$ cat src/rtl/uart_irq_pkg.sv
package uart_irq_pkg;
   typedef enum logic [3:0] {
      SRC_MODEM  = 4'b0000,
      SRC_NONE   = 4'b0001,
      SRC_TXRDY  = 4'b0010,
      SRC_RXDATA = 4'b0100,
      SRC_LINE   = 4'b0110,
      SRC_RXTMO  = 4'b1100
   } irq_src_e;

   localparam int EN_RX     = 0;
   localparam int EN_TX     = 1;
   localparam int EN_LS     = 2;
   localparam int EN_MS     = 3;
   localparam int EN_TXIDLE = 5;
endpackage

$ cat src/rtl/uart_irq_regs.sv
module uart_irq_regs #(
   parameter int ADDR_W      = 3,
   parameter int IER_OFFS    = 1,
   parameter int EIR_OFFS    = 2,
   parameter bit EXT_SUPPORT = 1'b1
) (
   input  logic              clk,
   input  logic              rst_n,
   input  logic              ext_mode,
   input  logic [ADDR_W-1:0] addr,
   input  logic              wr,
   input  logic [7:0]        wdata,
   output logic [7:0]        ier_q,
   output logic              fifo_en
);
   localparam logic [ADDR_W-1:0] A_IER = ADDR_W'(IER_OFFS);
   localparam logic [ADDR_W-1:0] A_FCR = ADDR_W'(EIR_OFFS);

   logic [7:0] wmask;

   generate
      if (EXT_SUPPORT) begin : g_ext
         assign wmask = ext_mode ? 8'h2F : 8'h0F;
      end else begin : g_std
         logic unused_ext;
         assign unused_ext = ext_mode;
         assign wmask = 8'h0F;
      end
   endgenerate

   always_ff @(posedge clk or negedge rst_n) begin
      if (!rst_n) begin
         ier_q   <= 8'h00;
         fifo_en <= 1'b0;
      end else if (wr) begin
         if (addr == A_IER) ier_q   <= wdata & wmask;
         if (addr == A_FCR) fifo_en <= wdata[0];
      end
   end

   // control write captures the FIFO enable
   p_fcr_capture_r3: assert property (@(posedge clk) disable iff (!rst_n)
      (wr && addr == A_FCR) |=> (fifo_en == $past(wdata[0])));
   // control write leaves the enable register alone
   p_ier_hold_r3: assert property (@(posedge clk) disable iff (!rst_n)
      (wr && addr == A_FCR) |=> $stable(ier_q));
endmodule

$ cat src/rtl/uart_irq_txlatch.sv
module uart_irq_txlatch (
   input  logic clk,
   input  logic rst_n,
   input  logic set,
   input  logic clr,
   output logic pend
);
   always_ff @(posedge clk or negedge rst_n) begin
      if (!rst_n)   pend <= 1'b0;
      else if (set) pend <= 1'b1;
      else if (clr) pend <= 1'b0;
   end

   // a set pulse always leaves the latch set
   p_set_wins_r6: assert property (@(posedge clk) disable iff (!rst_n)
      set |=> pend);
   // a clearing read without a set empties the latch
   p_clr_r6: assert property (@(posedge clk) disable iff (!rst_n)
      (clr && !set) |=> !pend);
endmodule

$ cat src/rtl/uart_irq_prio.sv
module uart_irq_prio
   import uart_irq_pkg::*;
(
   input  logic     en_rx,
   input  logic     en_tx,
   input  logic     en_ls,
   input  logic     en_ms,
   input  logic     en_txidle,
   input  logic     fifo_en,
   input  logic     ev_rx_level,
   input  logic     ev_rx_timeout,
   input  logic     tx_pend,
   input  logic     ev_tx_idle,
   input  logic     ev_line,
   input  logic     ev_modem,
   output irq_src_e src,
   output logic     tx_is_src,
   output logic     any
);
   logic g_line, g_rxd, g_rxt, g_txh, g_txi, g_ms;

   assign g_line = ev_line & en_ls;
   assign g_rxd  = ev_rx_level & en_rx;
   assign g_rxt  = ev_rx_timeout & fifo_en & en_rx;
   assign g_txh  = tx_pend & en_tx;
   assign g_txi  = ev_tx_idle & en_txidle;
   assign g_ms   = ev_modem & en_ms;

   assign any = g_line | g_rxd | g_rxt | g_txh | g_txi | g_ms;

   always_comb begin
      tx_is_src = 1'b0;
      if (g_line)               src = SRC_LINE;
      else if (g_rxd)           src = SRC_RXDATA;
      else if (g_rxt)           src = SRC_RXTMO;
      else if (g_txh | g_txi) begin
         src       = SRC_TXRDY;
         tx_is_src = g_txh;
      end
      else if (g_ms)            src = SRC_MODEM;
      else                      src = SRC_NONE;
   end
endmodule

$ cat src/rtl/uart_irq_ident.sv
module uart_irq_ident
   import uart_irq_pkg::*;
#(
   parameter int ADDR_W      = 3,
   parameter int IER_OFFS    = 1,
   parameter int EIR_OFFS    = 2,
   parameter bit EXT_SUPPORT = 1'b1
) (
   input  logic              clk,
   input  logic              rst_n,
   input  logic              ext_mode,
   input  logic [ADDR_W-1:0] bus_addr,
   input  logic              bus_wr,
   input  logic              bus_rd,
   input  logic [7:0]        bus_wdata,
   output logic [7:0]        bus_rdata,
   input  logic              ev_rx_level,
   input  logic              ev_rx_timeout,
   input  logic              ev_thr_set,
   input  logic              ev_tx_idle,
   input  logic              ev_line,
   input  logic              ev_modem,
   output logic              irq
);
   localparam logic [ADDR_W-1:0] A_IER = ADDR_W'(IER_OFFS);
   localparam logic [ADDR_W-1:0] A_EIR = ADDR_W'(EIR_OFFS);

   generate
      if (IER_OFFS == EIR_OFFS) begin : g_bad_offs
         $error("enable and identification offsets must differ");
      end
      if (IER_OFFS >= (1 << ADDR_W) || EIR_OFFS >= (1 << ADDR_W)) begin : g_bad_width
         $error("register offset does not fit the address width");
      end
   endgenerate

   logic [7:0] ier_q;
   logic       fifo_en;
   logic       tx_pend;
   logic       tx_is_src;
   logic       any_pend;
   logic       ext_eff;
   logic       rd_clear;
   irq_src_e   src;
   logic [7:0] eir_val;

   assign ext_eff = EXT_SUPPORT ? ext_mode : 1'b0;

   uart_irq_regs #(
      .ADDR_W(ADDR_W), .IER_OFFS(IER_OFFS), .EIR_OFFS(EIR_OFFS), .EXT_SUPPORT(EXT_SUPPORT)
   ) u_regs (
      .clk(clk), .rst_n(rst_n), .ext_mode(ext_eff), .addr(bus_addr),
      .wr(bus_wr), .wdata(bus_wdata), .ier_q(ier_q), .fifo_en(fifo_en)
   );

   assign rd_clear = bus_rd && (bus_addr == A_EIR) && tx_is_src;

   uart_irq_txlatch u_tx (
      .clk(clk), .rst_n(rst_n), .set(ev_thr_set), .clr(rd_clear), .pend(tx_pend)
   );

   uart_irq_prio u_prio (
      .en_rx(ier_q[EN_RX]), .en_tx(ier_q[EN_TX]), .en_ls(ier_q[EN_LS]),
      .en_ms(ier_q[EN_MS]), .en_txidle(ier_q[EN_TXIDLE] & ext_eff),
      .fifo_en(fifo_en), .ev_rx_level(ev_rx_level), .ev_rx_timeout(ev_rx_timeout),
      .tx_pend(tx_pend), .ev_tx_idle(ev_tx_idle), .ev_line(ev_line),
      .ev_modem(ev_modem), .src(src), .tx_is_src(tx_is_src), .any(any_pend)
   );

   assign eir_val = {fifo_en, fifo_en, 2'b00, src};
   assign irq     = any_pend;

   always_comb begin
      if (bus_addr == A_IER)      bus_rdata = ier_q;
      else if (bus_addr == A_EIR) bus_rdata = eir_val;
      else                        bus_rdata = 8'h00;
   end

   // request line is the inverse of the pending flag
   p_irq_flag_r10: assert property (@(posedge clk) disable iff (!rst_n)
      irq != eir_val[0]);
   // timeout code only with FIFOs on
   p_tmo_needs_fifo_r5: assert property (@(posedge clk) disable iff (!rst_n)
      eir_val[3] |-> fifo_en);
   // enabled line status always wins
   p_line_first_r9: assert property (@(posedge clk) disable iff (!rst_n)
      (ev_line && ier_q[EN_LS]) |-> (eir_val[3:0] == SRC_LINE));
   // reserved enable bits stay clear
   p_rsvd_zero_r2: assert property (@(posedge clk) disable iff (!rst_n)
      (ier_q[7:6] == 2'b00) && !ier_q[4]);
endmodule

$ cat config.mk
export PLATFORM = sky130hd
export DESIGN_NAME = uart_irq_ident
export DESIGN_NICKNAME = d
export VERILOG_FILES = /design/src/rtl/uart_irq_pkg.sv /design/src/rtl/uart_irq_regs.sv /design/src/rtl/uart_irq_txlatch.sv /design/src/rtl/uart_irq_prio.sv /design/src/rtl/uart_irq_ident.sv
export SDC_FILE = /design/constraint.sdc
export NUM_CORES = 1
export LEC_CHECK = 0
export ABC_AREA = 1
export BUFFER_PORTS_ARGS = -buffer_cell sky130_fd_sc_hd__buf_4
export CAP_MARGIN = 20
export CORE_AREA = 2 2 39 41
export CTS_BUF_LIST = sky130_fd_sc_hd__clkbuf_4 sky130_fd_sc_hd__clkbuf_8
export CTS_CLUSTER_SIZE = 12
export DETAILED_ROUTE_END_ITERATION = 12
export DIE_AREA = 0 0 41 43
export HOLD_SLACK_MARGIN = 0.15
export PLACE_DENSITY = 0.78
export SLEW_MARGIN = 20
export SYNTH_ARGS = -nofsm -noshare
export SYNTH_HDL_FRONTEND = slang
export SYNTH_SLANG_ARGS = --single-unit
$ cat constraint.sdc
create_clock -name clk -period 1.8 [get_ports clk]
set_input_delay 0.18 -clock clk [delete_from_list [all_inputs] [get_ports clk]]
set_output_delay 0.18 -clock clk [all_outputs]
set_load 0.1 [all_outputs]
# ---- After elaboration in Yosys (flattened, before gate mapping)
# Index checks and enable logic that the tools add are counted.
dict set report word_totals {
  regBits 10
  inputBits 22
  output_inout_bits 9
  word_cells 39
}
dict set report op_classes {
  eq_ne 2
  muxes 14
  bitwise_logic 15
  n_reduce_logical 5
}
# operator n
set op_table {}
lappend op_table {{2-to-1 mux 4 bit} 4}
lappend op_table {{2-to-1 mux 8 bit} 2}
lappend op_table {{AND 1 bit} 8}
lappend op_table {{AND 8 bit} 1}
lappend op_table {{2-to-1 mux 1 bit} 7}
lappend op_table {{2-to-1 mux 6 bit} 1}
lappend op_table {{OR 1 bit} 6}
lappend op_table {{AND reduction 2 bit} 2}
lappend op_table {{equality test 3 x 1 -> 1 bit, second input constant} 1}
lappend op_table {{equality test 3 x 2 -> 1 bit, second input constant} 1}
lappend op_table {{logical AND 1 bit} 2}
lappend op_table {{nonzero test 2 bit} 1}

# ---- Depth between registers and ports, before layout
dict set report logic_depth {
  depth_word 10
  depth_mapped 7
  mapped_depth_nobuf 7
}

# ---- Hierarchy
# From an unflattened synthesis, not the netlist that was laid out.
dict set report unflattened {
  cells_unflattened 94
  area_unflattened_um2 595.6
}
# module instances cells_per_inst area_per_inst_um2 seq_area_each_um2
set modules_own_cells {}
lappend modules_own_cells {uart_irq_regs 1 38 301.5 150.1}
lappend modules_own_cells {uart_irq_ident 1 32 165.2 0.0}
lappend modules_own_cells {uart_irq_prio 1 19 88.8 0.0}
lappend modules_own_cells {uart_irq_txlatch 1 5 40.0 25.0}

# ---- Worst setup path before layout
# No wires, ideal clock.
dict set report synth_timing {
  kind {register to output}
  from {reg u_regs.ier_q[0]}
  to {out bus_rdata[3]}
  t_arrival_ns 2.814
  required_time_ns 1.620
  path_slack_ns -1.194
  stages_incl_launch_ff 4
  n_path_buf 0
  cell_sequence {dfrtp_1 -> nand2_1 -> nand2_1 -> o31ai_1}
}
dict set report synth_via {
  elab_chain_len 6
  elab_cells_between_ends 7
  cone_classes {mux: 5; bitwise: 2}
}
# element line
set synth_rtl {}
lappend synth_rtl {{start, declared} uart_irq_regs.sv:13} ;# output logic [7:0] ier_q,
lappend synth_rtl {{start signal, assigned} uart_irq_regs.sv:36} ;# if (addr == A_IER) ier_q <= wdata & wmask;
lappend synth_rtl {{AND 1 bit} uart_irq_prio.sv:24} ;# assign g_rxt = ev_rx_timeout & fifo_en & en_rx;
lappend synth_rtl {{2-to-1 mux 4 bit} uart_irq_prio.sv:35} ;# else if (g_rxt) src = SRC_RXTMO;
lappend synth_rtl {{2-to-1 mux 4 bit *} uart_irq_prio.sv:34} ;# else if (g_rxd) src = SRC_RXDATA;
lappend synth_rtl {{2-to-1 mux 4 bit *} uart_irq_prio.sv:33} ;# if (g_line) src = SRC_LINE;
lappend synth_rtl {{2-to-1 mux 8 bit *} uart_irq_ident.sv:75} ;# else if (bus_addr == A_EIR) bus_rdata = eir_val;
lappend synth_rtl {{2-to-1 mux 8 bit *} uart_irq_ident.sv:74} ;# if (bus_addr == A_IER) bus_rdata = ier_q;
lappend synth_rtl {{end, declared} uart_irq_ident.sv:16} ;# output logic [7:0] bus_rdata,
# Every way passes the cells marked *; elsewhere a longest branch is shown, timed or not.

# ---- Worst setup path in the final report
dict set report layout_timing {
  from {reg u_regs.ier_q[0]}
  to {out bus_rdata[0]}
}
dict set report layout_via {
  elab_chain_len 6
  elab_cells_between_ends 7
  cone_classes {mux: 5; bitwise: 2}
}
# element line
set layout_rtl {}
lappend layout_rtl {{AND 1 bit} uart_irq_prio.sv:24}
lappend layout_rtl {{2-to-1 mux 4 bit} uart_irq_prio.sv:35}
lappend layout_rtl {{2-to-1 mux 4 bit} uart_irq_prio.sv:34}
lappend layout_rtl {{2-to-1 mux 4 bit} uart_irq_prio.sv:33}
lappend layout_rtl {{2-to-1 mux 8 bit} uart_irq_ident.sv:75}
lappend layout_rtl {{2-to-1 mux 8 bit *} uart_irq_ident.sv:74}
# Marks and branches as above.

==> impl_metrics.toml <==
[yosys]
yosys.area_share.simple = 0.4252
synthCells = 73
yosys-top-cells-count = "nand2_1 (30), inv_1 (10), dfrtp_1 (7), nand3_1 (5), nor2_1 (4)"
synth.most_common_cell = "nand2_1"
synth_nets = 95
ys_seq_area_frac = 0.3675
synthXorXnorAreaFrac = 0
syn_area_per_cell_um2 = 6.530
synth_adder_area_share = 0
synth_compound_area_frac = 0.06562
synthMuxAreaShare = 0
synthDistinctLibCells = 18
netlist_area_um2 = 476.7
synth-seq-cells = 7
synthFlopType = "dfrtp_1"
synth_edf_count = 0
yosys_warnings = 0
synth_top_family_by_area = "simple AND/OR/NAND/NOR gates"
synth_top_cell_by_area = "dfrtp_1"
synth_area_leaders = "dfrtp_1 (37%), nand2_1 (24%), inv_1 (7.9%)"
synth_top_area_frac = 0.3675
async_reset_ff_frac = 1.000

[clock_tree]
cts_inserted_buffers = 3
cts_root_buf = "clkbuf_4"
cts_tree = "done"
h-tree-depth = 1
clkSinkCount = 7
clkLatencyLatePin_ns = 0.25
ctsHoldBuffers = 5
postCtsResizedCells = 0
clk_pin_slew_worst_paths_ns = 0.05
ctsLongestPathBuffers = 2
cts_setup_buffers = 0

[sta]
setup_slack_ns = 0.1189
tns_ns = 0
slew_viol_final = 0
setup_viol = 0
fin_crit_sh = 0.9339
fin_skew_ns = 0.001706
max_freq_mhz = 594.9
rsz0062_at_grt = "false"
hold_viol = 0
period_needed_ns = 1.681

[cells_and_area]
design_area_um2 = 775.7
antenna_cells = 0
layout-drive-gt1-share = 0.4057
fillers = 134
area_growth_pct = 62.73
nets = 129

[placed_design]
place_congestion = 0.7288
numPortBuffers = 26
place_area_um2 = 695.7
hpwl_um = 945.5
dpl_worst_slack_ns = 0.3766

[floorplanning]
io-pin-count = 31
num_rows = 14
initial_core_util = 0.3445
die_w_um = 41
die_h_um = 43
die_area_um2 = 1763
core_area_um2 = 1384

[setup_path]
timing.critical_path.mode_cell = "nand2_1"
start_kind = "flip-flop"
cp_slowest_cell = "dfrtp_1"
cp-end-kind = "primary output"
path_max_fanout = 4
critPathMaxStageDelay_ns = 0.42
path_cells = "nand2_1 -> nand2_1 -> nor2_2 -> nand4_1 -> nand2_1 -> buf_4"
worstPathArrival_ns = 1.50
cp.required_ns = 1.62
critPathKind = "reg -> out"

[power]
p_comb_frac = 0.435
intPower_w = 0.0003676
swShare = 0.4237
power_density_nw_per_um2 = 822.2
pwr-share-clk = 0.243
p_leak_nw = 0.4402
irDropWorstVdd_v = 0.0004142
power_switching_w = 0.0002703
pwr-share-seq = 0.322

[job]
drv_cap = 0

[route]
vias_per_cell = 4.279
dr.pass1.iters = 3
drt_iter0_drc = 4
ant_nets = 0
wire_per_inst_um = 9.303
drc = 0
vias = 522
wl_mm = 1.135

[global_routing]
overflow = 0
grt_pass1_wl_mm = 1.980
grt_max_degree = 8
grt_pass1_vias = 508
grtUsageTotal = 0.1635
antenna_found_initial = 0

[status]
status = "complete, no violations"

[worst_hold_path]
hold_path.class = "in -> reg"
-- layout make-up --
cell class                 count  area [µm²]  area share
sequential                     7       175.2      0.2258
clock buffer                   4       30.03     0.03871
inverter                      13       48.80     0.06290
multi-input combinational     51       256.5      0.3306
tap                           16       20.02     0.02581
timing repair buffer          31       245.2      0.3161
-- per-layer routing --
layer / vias up / wire length (µm) / global-route usage
li1: 287 / - / -
met1: 214 / 470 / 0.1967
met2: 17 / 579 / 0.2625
met3: 4 / 61 / 0.01571
met4: 0 / 24 / 0.1000
met5: - / 0 / 0
-- cell usage in the layout, fill, tap and decap left out --
cell	count
o31ai_2	1
inv_1	10
nor2_4	2
dlygate4sd3_1	5
buf_4	26
nand2_2	1
nand2_1	30
nand4_1	1
conb_1	1
nor3_2	1
inv_2	3
o21ai_1	1
dfrtp_1	7
nor2_1	2
clkbuf_4	4
nand3_2	1
o21ai_2	2
o21ai_0	1
nand3_1	5
nor2_2	2
-- kinds of logic after synthesis --
kind of cell           after synthesis
AO/OA/AOI/OAI                        5
buffers and inverters               15
flip-flops                           7
other                                1
AND/OR/NAND/NOR                     45
-- power by group through the flow --
| stage | logic [W] | clock network (W) | registers [W] |
|---|---|---|---|
| after floorplan | 0.000206 | 0 | 0.000202 |
| after global placement | 0.000267 | 0 | 0.000207 |
| after detailed placement | 0.000270 | 0 | 0.000208 |
| after CTS | 0.000280 | 0.000162 | 0.000205 |
| after global routing | 0.000301 | 0.000166 | 0.000209 |
| final | 0.000277 | 0.000155 | 0.000206 |
-- state kept, by name, indices dropped and copies added (netlist names) --
signal	flops
u_regs.fifo_en	1
u_tx.pend	1
u_regs.ier_q	5
-- worst max-delay path, delay by kind of cell, from the launching register on --
kind | cells | cell delay, ns
simple gates | 5 | 0.55
buf+inv | 1 | 0.28
flops | 1 | 0.42
-- worst paths after layout --
path | depth (start not counted) | endpoint | start | slack, ns
setup / recovery | 6 | bus_rdata[0] | u_regs.ier_q[0] | 0.12
hold / removal | 3 | u_regs.ier_q[5] | bus_wdata[5] | 0.18
setup reg to reg | 6 | u_tx.pend | u_regs.ier_q[0] | 0.70
hold reg to reg | 2 | u_tx.pend | u_tx.pend | 0.49
max in group asynchronous | 2 | u_regs.ier_q[1] | rst_n | 1.39
min in group asynchronous | 2 | u_regs.ier_q[3] | rst_n | 0.29
-- stage by stage --
stage	hold WS, ns	utilization	total power [W]	std cells
2_1_floorplan	-0.1156	-	0.0004079	73
3_3_place_gp	-0.004031	0.5027	0.0004734	113
3_5_place_dp	-0.002202	0.5027	0.0004780	113
4_1_cts	0.1692	0.5606	0.0006471	122
5_1_grt	0.2184	0.5606	0.0006759	122
6_report	0.1781	0.5606	0.0006378	122
No activity file was read; power rests on OpenSTA's default activity.
